$ cat src/rtl/fdc_cfg_pkg.sv
// Package: shared opcode type and gap length constants for the
// configuration lock unit. Assumes an 8-bit byte-wide result path.
package fdc_cfg_pkg;

    typedef enum logic [1:0] {
        OP_CONFIGURE = 2'd0,
        OP_LOCK      = 2'd1,
        OP_PERP      = 2'd2,
        OP_NONE      = 2'd3
    } fdc_op_e;

    localparam int unsigned BYTE_W        = 8;
    localparam int unsigned GAP2_STD      = 22;
    localparam int unsigned GAP2_WIDE     = 41;
    localparam int unsigned GAP2_WR_500K  = 19;
    localparam int unsigned GAP2_WR_1M    = 38;
    localparam int unsigned LOCK_RES_BIT  = 4;
    localparam int unsigned DUMP_LOCK_IDX = 7;

endpackage

$ cat src/rtl/fdc_cfg_regs.sv
// Module: fdc_cfg_regs
// Holds the guarded settings (FIFO enable, threshold, precompensation
// track), the lock bit and the perpendicular controls, and arbitrates
// between hardware reset, software reset and decoded commands.
// Assumes: sw_reset is a single-cycle pulse; a command coinciding with
// sw_reset is dropped; rst_n is synchronous and active-low.
module fdc_cfg_regs
    import fdc_cfg_pkg::*;
#(
    parameter int unsigned THR_W       = 4,
    parameter int unsigned TRK_W       = 8,
    parameter logic        DEF_FIFO_EN = 1'b0,
    parameter logic [THR_W-1:0] DEF_THR = '0,
    parameter logic [TRK_W-1:0] DEF_TRK = '0
) (
    input  logic             clk,
    input  logic             rst_n,
    input  logic             sw_reset,
    input  logic             cmd_valid,
    input  fdc_op_e          cmd_op,
    input  logic             cmd_fifo_en,
    input  logic [THR_W-1:0] cmd_fifo_thr,
    input  logic [TRK_W-1:0] cmd_pretrk,
    input  logic             cmd_lock,
    input  logic             cmd_wgate,
    input  logic             cmd_gap,
    output logic             fifo_en,
    output logic [THR_W-1:0] fifo_thr,
    output logic [TRK_W-1:0] pretrk,
    output logic             lock_q,
    output logic             wgate,
    output logic             gap,
    output logic             lock_cmd_taken
);

    logic cmd_ok;
    logic do_cfg;
    logic do_lock;
    logic do_perp;
    logic restore_guarded;

    // Qualify a command: software reset in the same cycle wins.
    always_comb begin
        cmd_ok          = cmd_valid && !sw_reset;
        do_cfg          = cmd_ok && (cmd_op == OP_CONFIGURE);
        do_lock         = cmd_ok && (cmd_op == OP_LOCK);
        do_perp         = cmd_ok && (cmd_op == OP_PERP);
        restore_guarded = sw_reset && !lock_q;
    end

    // Guarded settings: restored by hardware reset or an unlocked soft reset.
    always_ff @(posedge clk) begin
        if (!rst_n || restore_guarded) begin
            fifo_en  <= DEF_FIFO_EN;
            fifo_thr <= DEF_THR;
            pretrk   <= DEF_TRK;
        end else if (do_cfg) begin
            fifo_en  <= cmd_fifo_en;
            fifo_thr <= cmd_fifo_thr;
            pretrk   <= cmd_pretrk;
        end
    end

    // Lock bit: only hardware reset or a lock command changes it.
    always_ff @(posedge clk) begin
        if (!rst_n) begin
            lock_q <= 1'b0;
        end else if (do_lock) begin
            lock_q <= cmd_lock;
        end
    end

    // Perpendicular controls: cleared by hardware reset only.
    always_ff @(posedge clk) begin
        if (!rst_n) begin
            wgate <= 1'b0;
            gap   <= 1'b0;
        end else if (do_perp) begin
            wgate <= cmd_wgate;
            gap   <= cmd_gap;
        end
    end

    assign lock_cmd_taken = do_lock;

endmodule

$ cat src/rtl/fdc_cfg_result.sv
// Module: fdc_cfg_result
// Registers the one-cycle result byte that follows an accepted lock
// command. Assumes lock_taken is already qualified against soft reset.
module fdc_cfg_result
    import fdc_cfg_pkg::*;
(
    input  logic              clk,
    input  logic              rst_n,
    input  logic              lock_taken,
    input  logic              lock_value,
    output logic              res_valid,
    output logic [BYTE_W-1:0] res_byte
);

    logic [BYTE_W-1:0] res_next;

    // Place the lock value at its result bit, all other bits zero.
    always_comb begin
        res_next               = '0;
        res_next[LOCK_RES_BIT] = lock_value;
    end

    // Capture the result for one cycle after an accepted lock command.
    always_ff @(posedge clk) begin
        if (!rst_n) begin
            res_valid <= 1'b0;
            res_byte  <= '0;
        end else begin
            res_valid <= lock_taken;
            res_byte  <= lock_taken ? res_next : '0;
        end
    end

endmodule

$ cat src/rtl/fdc_cfg_dump.sv
// Module: fdc_cfg_dump
// Combinational register-dump byte selector. Assumes THR_W <= 7 and
// TRK_W <= 8 so each field fits its byte; unused indices read as zero.
module fdc_cfg_dump
    import fdc_cfg_pkg::*;
#(
    parameter int unsigned THR_W = 4,
    parameter int unsigned TRK_W = 8,
    parameter int unsigned SEL_W = 4
) (
    input  logic [SEL_W-1:0]  dump_sel,
    input  logic              fifo_en,
    input  logic [THR_W-1:0]  fifo_thr,
    input  logic [TRK_W-1:0]  pretrk,
    input  logic              lock_q,
    input  logic              wgate,
    input  logic              gap,
    output logic [BYTE_W-1:0] dump_byte
);

    logic [BYTE_W-1:0] byte_trk;
    logic [BYTE_W-1:0] byte_fifo;
    logic [BYTE_W-1:0] byte_lock;

    // Assemble the populated dump bytes from the live settings.
    always_comb begin
        byte_trk               = '0;
        byte_trk[TRK_W-1:0]    = pretrk;
        byte_fifo              = '0;
        byte_fifo[THR_W-1:0]   = fifo_thr;
        byte_fifo[THR_W]       = fifo_en;
        byte_lock              = '0;
        byte_lock[BYTE_W-1]    = lock_q;
        byte_lock[1]           = wgate;
        byte_lock[0]           = gap;
    end

    // Route the indexed byte to the output.
    always_comb begin
        if (dump_sel == SEL_W'(0)) begin
            dump_byte = byte_trk;
        end else if (dump_sel == SEL_W'(1)) begin
            dump_byte = byte_fifo;
        end else if (dump_sel == SEL_W'(DUMP_LOCK_IDX)) begin
            dump_byte = byte_lock;
        end else begin
            dump_byte = '0;
        end
    end

endmodule

$ cat src/rtl/fdc_gap_decode.sv
// Module: fdc_gap_decode
// Decodes the perpendicular controls into gap 2 lengths for the
// formatter. Purely combinational; the reserved code acts as conventional.
module fdc_gap_decode
    import fdc_cfg_pkg::*;
(
    input  logic              wgate,
    input  logic              gap,
    output logic [BYTE_W-1:0] gap2_len,
    output logic [BYTE_W-1:0] gap2_wr_len
);

    // Map the two control bits onto the format and rewrite lengths.
    always_comb begin
        unique case ({wgate, gap})
            2'b01: begin
                gap2_len    = BYTE_W'(GAP2_STD);
                gap2_wr_len = BYTE_W'(GAP2_WR_500K);
            end
            2'b11: begin
                gap2_len    = BYTE_W'(GAP2_WIDE);
                gap2_wr_len = BYTE_W'(GAP2_WR_1M);
            end
            default: begin
                gap2_len    = BYTE_W'(GAP2_STD);
                gap2_wr_len = '0;
            end
        endcase
    end

endmodule

$ cat src/rtl/fdc_cfg_lock.sv
// Module: fdc_cfg_lock (top)
// Configuration store of a floppy controller with a lock that shields the
// FIFO and precompensation settings from software reset. Assumes commands
// arrive already decoded, one per valid cycle.
module fdc_cfg_lock
    import fdc_cfg_pkg::*;
#(
    parameter int unsigned THR_W = 4,
    parameter int unsigned TRK_W = 8,
    parameter int unsigned SEL_W = 4
) (
    input  logic             clk,
    input  logic             rst_n,
    input  logic             sw_reset,
    input  logic             cmd_valid,
    input  logic [1:0]       cmd_op,
    input  logic             cmd_fifo_en,
    input  logic [THR_W-1:0] cmd_fifo_thr,
    input  logic [TRK_W-1:0] cmd_pretrk,
    input  logic             cmd_lock,
    input  logic             cmd_wgate,
    input  logic             cmd_gap,
    input  logic [SEL_W-1:0] dump_sel,
    output logic             fifo_en,
    output logic [THR_W-1:0] fifo_thr,
    output logic [TRK_W-1:0] pretrk,
    output logic             lock_q,
    output logic             wgate,
    output logic             gap,
    output logic             res_valid,
    output logic [7:0]       res_byte,
    output logic [7:0]       dump_byte,
    output logic [7:0]       gap2_len,
    output logic [7:0]       gap2_wr_len
);

    fdc_op_e op_e;
    logic    lock_taken;

    // Give the raw opcode its enumerated type.
    always_comb begin
        op_e = fdc_op_e'(cmd_op);
    end

    fdc_cfg_regs #(
        .THR_W (THR_W),
        .TRK_W (TRK_W)
    ) u_regs (
        .clk            (clk),
        .rst_n          (rst_n),
        .sw_reset       (sw_reset),
        .cmd_valid      (cmd_valid),
        .cmd_op         (op_e),
        .cmd_fifo_en    (cmd_fifo_en),
        .cmd_fifo_thr   (cmd_fifo_thr),
        .cmd_pretrk     (cmd_pretrk),
        .cmd_lock       (cmd_lock),
        .cmd_wgate      (cmd_wgate),
        .cmd_gap        (cmd_gap),
        .fifo_en        (fifo_en),
        .fifo_thr       (fifo_thr),
        .pretrk         (pretrk),
        .lock_q         (lock_q),
        .wgate          (wgate),
        .gap            (gap),
        .lock_cmd_taken (lock_taken)
    );

    fdc_cfg_result u_result (
        .clk        (clk),
        .rst_n      (rst_n),
        .lock_taken (lock_taken),
        .lock_value (cmd_lock),
        .res_valid  (res_valid),
        .res_byte   (res_byte)
    );

    fdc_cfg_dump #(
        .THR_W (THR_W),
        .TRK_W (TRK_W),
        .SEL_W (SEL_W)
    ) u_dump (
        .dump_sel  (dump_sel),
        .fifo_en   (fifo_en),
        .fifo_thr  (fifo_thr),
        .pretrk    (pretrk),
        .lock_q    (lock_q),
        .wgate     (wgate),
        .gap       (gap),
        .dump_byte (dump_byte)
    );

    fdc_gap_decode u_gap (
        .wgate       (wgate),
        .gap         (gap),
        .gap2_len    (gap2_len),
        .gap2_wr_len (gap2_wr_len)
    );

endmodule

$ cat config.mk
export PLATFORM = sky130hd
export DESIGN_NAME = fdc_cfg_lock
export DESIGN_NICKNAME = d
export VERILOG_FILES = /design/src/rtl/fdc_cfg_pkg.sv /design/src/rtl/fdc_cfg_regs.sv /design/src/rtl/fdc_cfg_result.sv /design/src/rtl/fdc_cfg_dump.sv /design/src/rtl/fdc_gap_decode.sv /design/src/rtl/fdc_cfg_lock.sv
export SDC_FILE = /design/constraint.sdc
export NUM_CORES = 1
export LEC_CHECK = 0
export BUFFER_PORTS_ARGS = -buffer_cell sky130_fd_sc_hd__buf_2
export CORE_MARGIN = 2
export CORE_UTILIZATION = 42
export DETAILED_ROUTE_END_ITERATION = 8
export GPL_TIMING_DRIVEN = 0
export PLACE_DENSITY = 0.84
export SKIP_CTS_REPAIR_TIMING = 1
export SLEW_MARGIN = 20
export SYNTH_ARGS = -nofsm -noshare
export SYNTH_HDL_FRONTEND = slang
export SYNTH_HIERARCHICAL = 1
export SYNTH_SLANG_ARGS = --single-unit
export TNS_END_PERCENT = 100
$ cat constraint.sdc
create_clock -name clk -period 1.6 [get_ports clk]
set_input_delay 0.08 -clock clk [delete_from_list [all_inputs] [get_ports clk]]
set_output_delay 0.08 -clock clk [all_outputs]
set_load 0.01 [all_outputs]
=== After elaboration in Yosys (flattened, before gate mapping) ===
Index checks and enable logic that the tools add are counted.

* Output and inout port bits: 49
* Logic and storage cells: 32
* Bits in registers: 25
* Bits of input ports: 26

* Reduce and logical (&&, ||, !) cells: 12
* Equality and inequality tests: 6
* Multiplexer cells: 5

{| class="wikitable"
|+ Operators with widths
! kind !! number
|-
| 8-bit 2-to-1 mux || 3
|-
| 6-bit one-hot mux with 2 select lines || 1
|-
| 6-bit 2-to-1 mux || 1
|-
| 1-bit logical AND || 5
|-
| 2-bit by 1-bit equality test with 1-bit output (second input constant) || 2
|-
| 2-bit equality test (second input constant) || 2
|-
| 4-bit by 1-bit equality test with 1-bit output (second input constant) || 1
|-
| 4-bit by 3-bit equality test with 1-bit output (second input constant) || 1
|-
| 4-bit zero test || 1
|-
| 1-bit zero test || 3
|-
| 2-bit zero test || 1
|-
| 2-bit AND reduction || 1
|-
| 1-bit logical OR || 1
|}

=== Depth between registers and ports, before layout ===
Gate-level depths: netlist of run 1.

* Depth in word-level cells: 4
* Gate-level depth with buffers: 4
* Mapped depth without buffers: 3

=== Modules after synthesis ===
Netlist of run 1, hierarchy kept.

{| class="wikitable"
|+ Modules (own cells, without submodules)
! module !! cells an instance !! area each (sq um) !! seq. area each (sq um) !! times used
|-
| fdc_cfg_regs || 73 || 609.3 || 320.3 || 1
|-
| fdc_cfg_dump || 22 || 155.1 || 0.0 || 1
|-
| fdc_gap_decode || 17 || 113.9 || 0.0 || 1
|-
| fdc_cfg_result || 12 || 108.9 || 40.0 || 1
|}

=== Least setup slack after synthesis of run 1 ===
Ideal clock, no wire load.

* Kind: register to register
* From: register u_regs.lock_q
* To: register u_regs.fifo_thr[0]
* Setup slack: 0.474 ns
* Arrival: 0.994 ns
* Stages on the path, launching flop included: 4
* Clock period less this slack: 1.126 ns
* Buffers on the path: 1
* Data required time: 1.468 ns
* Setup time: 0.132 ns
* Cells stage by stage: dfxtp_1 o21ai_0 clkbuf_1 a21oi_1

* Word-level cells in the longest chain between the ends: 3

{| class="wikitable"
|+ RTL lines
! item !! line !! RTL
|-
| from (decl) || fdc_cfg_regs.sv:30 || <nowiki>output logic lock_q,</nowiki>
|-
| from (signal assigned) || fdc_cfg_regs.sv:69 || <nowiki>lock_q <= cmd_lock;</nowiki>
|-
| 1-bit zero test || fdc_cfg_regs.sv:48 || <nowiki>restore_guarded = sw_reset && !lock_q;</nowiki>
|-
| 1-bit logical AND || fdc_cfg_regs.sv:48 ||
|-
| 1-bit logical OR || fdc_cfg_regs.sv:53 || <nowiki>if (!rst_n || restore_guarded) begin</nowiki>
|-
| to (signal assigned) || fdc_cfg_regs.sv:59 || <nowiki>fifo_thr <= cmd_fifo_thr;</nowiki>
|-
| to (decl) || fdc_cfg_regs.sv:28 || <nowiki>output logic [THR_W-1:0] fifo_thr,</nowiki>
|}

No other way between the ends.
A chain may end at the register's enable or synchronous reset.

=== Worst setup path after layout of run 1 ===
* From: register u_regs.lock_q
* To: register u_regs.pretrk[6]

* Word-level cells in the longest chain between the ends: 3

{| class="wikitable"
|+ RTL lines
! item !! line !! RTL
|-
| 1-bit zero test || fdc_cfg_regs.sv:48 ||
|-
| 1-bit logical AND || fdc_cfg_regs.sv:48 ||
|-
| 1-bit logical OR || fdc_cfg_regs.sv:53 ||
|-
| to (signal assigned) || fdc_cfg_regs.sv:60 || <nowiki>pretrk <= cmd_pretrk;</nowiki>
|-
| to (decl) || fdc_cfg_regs.sv:29 || <nowiki>output logic [TRK_W-1:0] pretrk,</nowiki>
|}

No other way between the ends.

==> qor.csv, run 1 <==
stage;metric;value;unit
die;DIE WIDTH;52.48;um
global_routing;initial antenna violation count;0;
logic_synthesis;register area share after synthesis;0.3650;
logic_synthesis;Post-Syn Area per Cell;7.961;sq um
global_routing;largest net degree at the start of global routing;11;
cts;H-tree levels;1;
timing;skew final;0.007526;ns
power_and_ir_drop;largest vdd supply drop;580.7;uV
critical_path;worst path arrival time;1.54;ns
global_routing;vias in the first global route;926;
cts;TritonCTS clock tree;built;
logic_synthesis;area leader, netlist;dfxtp_1;
status;status;finished, final reports clean;
final_layout;fillers;211;
logic_synthesis;ys flop type;dfxtp_1;
die;row count;17;
routing;Routed Antenna Nets;0;
run;max_cap viols;0;
final_layout;fin nets;226;
cts;CTS clk-pin slew, worst paths;0.10;ns
place;IO Port Bufs;61;
place;gpl congestion;0.7795;
worst_hold_path;HP Start;cmd_wgate;
critical_path;Worst Setup SP;u_regs/lock_q$_SDFFE_PN0P_;
die;Die Area;0.002754;sq mm
routing;drt drc;0;
timing;Final Slew Violations;0;
final_layout;n_diodes;0;
logic_synthesis;synth cell count leaders;nand2_1 (32), buf_4 (21), dfxtp_1 (18);
timing;Fin. Hold Viols;0;
cts;clock buffer depth;2;
timing;TNS Setup;0;ns
routing;starting DRC count in detailed routing;12;
critical_path;CP endpoint kind;flop;
place;HPWL after DPL;2103;um
cts;Clock Sink Count;18;
global_routing;gr usage total;0.1803;
critical_path;crit-path max FO;10;
timing;period utilization;0.8626;
logic_synthesis;share of the synthesized area in the top cell type;0.3650;
worst_hold_path;HP Class;primary input to flop;
timing;Final setup viols;0;
die;effective utilization at floorplan;0.4463;
timing;fmax;724.6;MHz
logic_synthesis;area of the mapped netlist;987.2;sq um
global_routing;grt total ovfl;0;
routing;DRT Pass-1 Iters;4;
cts;CTS root buf;clkbuf_4;
critical_path;worst r2r src;u_regs/lock_q$_SDFFE_PN0P_;
logic_synthesis;count leader, synth;nand2_1;
timing;setup ws final;0.2199;ns
die;num ports;75;
routing;vias per cell;4.690;
logic_synthesis;Yosys cell types;22;
logic_synthesis;Post-synth EDFFs;0;
power_and_ir_drop;total leakage power;0.7331;nW
routing;Post-Route WL;2543;um
global_routing;first-pass GRT wire length;3822;um
cts;CTS Buf Count;3;
die;core area;0.002212;sq mm
logic_synthesis;yosys warns;6;
critical_path;CP required;1.76;ns
routing;Wirelength per Cell;11.25;um
critical_path;critical path class;flop to flop;
routing;via count;1060;
logic_synthesis;top cells by area, synth;dfxtp_1 (37%), buf_4 (16%), nand2_1 (12%);
logic_synthesis;Async SR Flop Fraction;0;
final_layout;Area Overhead vs Synth;40.56;%
critical_path;Worst setup SP type;flop;
power_and_ir_drop;PwrDens;582.2;mW/mm^2
logic_synthesis;post-synthesis cell count;124;
final_layout;layout cells sized above 1;0.4798;
die;die height;52.48;um
timing;RSZ-0062 raised after global routing;no;
timing;Tmin final;1.380;ns
place;pre-CTS setup slack;0.2274;ns
logic_synthesis;FF+latch count, synth;18;
cts;clk_lat worst skew;0.29;ns
-- metal layers --
metal	part of all wire	global-route usage	vias to the layer above
met5	0	0	-
met4	0.0024	0.05128	0
met3	0.065	0.01143	2
met2	0.55	0.3479	50
met1	0.38	0.2091	476
li1	-	-	532
-- cell usage in the layout, fill, tap and decap left out, drive strengths merged --
cell | netlist | final
or3 | 1 | 1
mux2i | 3 | 3
dfxtp | 18 | 18
and4b | 1 | 1
and2 | 2 | 2
conb | 2 | 12
nor2b | 1 | 1
a32o | 1 | 1
clkbuf | 2 | 5
o21ai | 6 | 6
nand3 | 3 | 3
buf | 22 | 83
nor2 | 3 | 3
and4bb | 2 | 2
or4b | 1 | 1
nor3 | 3 | 3
nand2 | 32 | 32
a21oi | 15 | 15
nor4b | 1 | 1
and3 | 3 | 3
inv | 2 | 2
-- cells by family (layout without fill, tap and decap cells) --
family                 count (synthesis)  after routing  share of synthesized area
buffers and inverters                 26             90                     0.1863
other                                  2             12                   0.007607
AOI/OAI and AO/OA                     22             22                     0.1166
DFF                                   18             18                     0.3650
and+or+nand+nor                       53             53                     0.2940
muxes                                  3              3                    0.03042
-- state kept, by name, indices dropped and copies added (netlist names) --
signal	count
u_regs/pretrk	8
u_regs/fifo_thr	4
u_regs/fifo_en	1
u_regs/gap	1
u_regs/lock_q	1
u_regs/wgate	1
u_result/res_byte	1
u_result/res_valid	1
-- path summary, 6_finish.rpt --
kind	slack, ns	cells past startpoint	endpoint
min reg2reg	0.48	2	u_regs/fifo_thr[1]$_SDFFE_PP0P_
min	0.01	3	u_regs/wgate$_SDFFE_PN0P_
max reg2reg	0.22	3	u_regs/pretrk[6]$_SDFFE_PP0P_
max	0.22	3	u_regs/pretrk[6]$_SDFFE_PP0P_
-- per-stage QoR --
stage / cell area (sq um) / hold slack [ns] / total power [W] / instances / utilization
6_report: 1388 / 0.01320 / 0.0008078 / 226 / 0.6273
5_1_grt: 1388 / 0.01377 / 0.0008509 / 226 / 0.6273
4_1_cts: 1388 / 0.009779 / 0.0008144 / 226 / 0.6273
3_5_place_dp: 1365 / 0.3098 / 0.0005995 / 223 / 0.6171
3_3_place_gp: 1365 / 0.3035 / 0.0005960 / 223 / 0.6171
2_1_floorplan: 1025 / 0.2073 / 0.0005442 / 134 / -
-- cell type report --
class,count,area [sq um],area share
buffer,24,176.4,0.1271
inverter,2,7.507,0.005410
tap,28,35.03,0.02525
sequential,18,360.3,0.2597
timing repair buffer,61,305.3,0.2200
multi-input combinational,90,480.5,0.3463
clock buffer,3,22.52,0.01623
-- critical path: stages, from the launching register on --
cell      delay, ns
dfxtp_1        0.35
o21ai_0        0.40
clkbuf_1       0.43
a21oi_1        0.08
-- report_power, final --
group	internal (W)	total, W	switching, W
sequential	0.000453	0.000457	0.00000440
combinational	0.0000652	0.000134	0.0000684
clock	0.0000874	0.000217	0.000130
Power figures use the tool's default switching activity.
==> run 2: changes to the inputs <==
BUFFER_PORTS_ARGS = -buffer_cell sky130_fd_sc_hd__buf_4   (was -buffer_cell sky130_fd_sc_hd__buf_2)
CAP_MARGIN = 20   (was not set)
==> qor.csv, run 2 (synthesized netlist as in run 1, its figures left out) <==
stage;metric;value;unit
critical_path;critical path class;flop to flop;
global_routing;largest net degree at the start of global routing;11;
final_layout;fillers;188;
cts;Clock Sink Count;18;
die;core area;0.002212;sq mm
cts;clk_lat worst skew;0.30;ns
final_layout;fin nets;226;
timing;Tmin final;1.389;ns
place;IO Port Bufs;61;
routing;vias per cell;4.743;
place;gpl congestion;0.7842;
critical_path;WP buf/inv;1;
critical_path;CP endpoint kind;flop;
power_and_ir_drop;PwrDens;543.5;mW/mm^2
final_layout;Reg with most FFs;u_regs/pretrk;
final_layout;post-route cell area;0.001540;sq mm
global_routing;grt total ovfl;0;
global_routing;gr usage total;0.1815;
routing;starting DRC count in detailed routing;14;
die;die height;52.48;um
final_layout;most frequent cells in the layout;buf_4 (82), nand2_1 (32), dfxtp_1 (18);
cts;TritonCTS clock tree;built;
critical_path;CP required;1.78;ns
critical_path;crit-path cells;o21ai_0 -> clkbuf_1 -> a21oi_1;
global_routing;first-pass GRT wire length;3719;um
die;effective utilization at floorplan;0.4463;
cts;clock buffer depth;2;
critical_path;Worst path max stage delay;0.43;ns
timing;skew final;0.01103;ns
timing;setup ws final;0.2111;ns
worst_hold_path;HP Class;primary input to flop;
power_and_ir_drop;total leakage power;0.7558;nW
cts;CTS clk-pin slew, worst paths;0.10;ns
die;Die Area;0.002754;sq mm
power_and_ir_drop;largest vdd supply drop;440.3;uV
critical_path;Top delay family on crit path;compound AO/OA/AOI/OAI gates;
final_layout;commonest non-fill, non-tap cell in the layout;buf_4;
critical_path;worst path arrival time;1.56;ns
die;row count;17;
status;status;finished, final reports clean;
critical_path;Reg2Reg Depth;3;
timing;fmax;720.0;MHz
global_routing;vias in the first global route;910;
timing;Fin. Hold Viols;0;
cts;H-tree levels;1;
final_layout;biggest regs;u_regs/pretrk (8), u_regs/fifo_thr (4);
timing;RSZ-0062 raised after global routing;no;
routing;routed length on met2;1359;um
cts;CTS Buf Count;3;
routing;Post-Route WL;2622;um
routing;Post-Route M1 WL;965;um
final_layout;layout cells sized above 1;0.4798;
final_layout;multi-input logic area;480.5;sq um
routing;Wirelength per Cell;11.60;um
timing;Final Slew Violations;0;
place;HPWL after DPL;2116;um
final_layout;Area Overhead vs Synth;56.02;%
routing;met3 WL;231;um
final_layout;n_diodes;0;
routing;Routed Antenna Nets;0;
place;placed inst area;0.001518;sq mm
run;max_cap viols;0;
final_layout;register area;360.3;sq um
critical_path;crit-path max FO;10;
global_routing;initial antenna violation count;0;
timing;period utilization;0.8681;
final_layout;max reg flops;8;
timing;Final setup viols;0;
timing;TNS Setup;0;ns
routing;top routing layer used;met4;
die;DIE WIDTH;52.48;um
worst_hold_path;Hold Path Cell Cnt;3;
routing;drt drc;0;
routing;via count;1072;
routing;DRT Pass-1 Iters;4;
cts;CTS root buf;clkbuf_4;
critical_path;slowest CP cell;clkbuf_1;
place;pre-CTS setup slack;0.1999;ns
critical_path;Worst setup SP type;flop;
critical_path;Crit path depth;3;
die;num ports;75;
## run 2: metrics by stage
step | util | hold WS [ns] | instances | power, W
2_1_floorplan | - | 0.2073 | 134 | 0.0005442
3_3_place_gp | 0.6861 | 0.2973 | 223 | 0.0006174
3_5_place_dp | 0.6861 | 0.3101 | 223 | 0.0006210
4_1_cts | 0.6963 | 0.007508 | 226 | 0.0008390
5_1_grt | 0.6963 | 0.007352 | 226 | 0.0008756
6_report | 0.6963 | 0.01189 | 226 | 0.0008371
## run 2: cell type report
type	count	share of cell area
Tap cell	28	0.02275
Inverter	2	0.004874
Sequential cell	18	0.2340
Multi-Input combinational cell	90	0.3119
Timing Repair Buffer	61	0.2973
Clock buffer	3	0.01462
Buffer	24	0.1145
## run 2: path summary, 6_finish.rpt
kind	start	to	slack [ns]
hold reg to reg	u_regs/pretrk[2]$_SDFFE_PP0P_	u_regs/pretrk[2]$_SDFFE_PP0P_	0.49
hold / removal	cmd_wgate	u_regs/wgate$_SDFFE_PN0P_	0.01
setup / recovery	u_regs/lock_q$_SDFFE_PN0P_	u_regs/fifo_thr[0]$_SDFFE_PP0P_	0.21
setup reg to reg	u_regs/lock_q$_SDFFE_PN0P_	u_regs/fifo_thr[0]$_SDFFE_PP0P_	0.21
## run 2: power breakdown
group          internal, W  switching [W]  leakage (nW)
combinational    0.0000860      0.0000687         0.597
sequential        0.000453     0.00000477         0.145
clock            0.0000877       0.000137        0.0138
## run 2: worst register-to-register path, delay by kind of cell (launching register included)
kind / cells / cell delay, ns
AOI/OAI and AO/OA: 2 / 0.49
buffers and inverters: 1 / 0.43
DFF: 1 / 0.35
## run 2: per-layer routing
| layer | GRT usage | vias to the layer above |
|---|---|---|
| met1 | 0.1916 | 480 |
| met3 | 0.01714 | 6 |
| met4 | 0.1111 | 0 |
| met5 | 0 | - |
| met2 | 0.3396 | 57 |
| li1 | - | 529 |
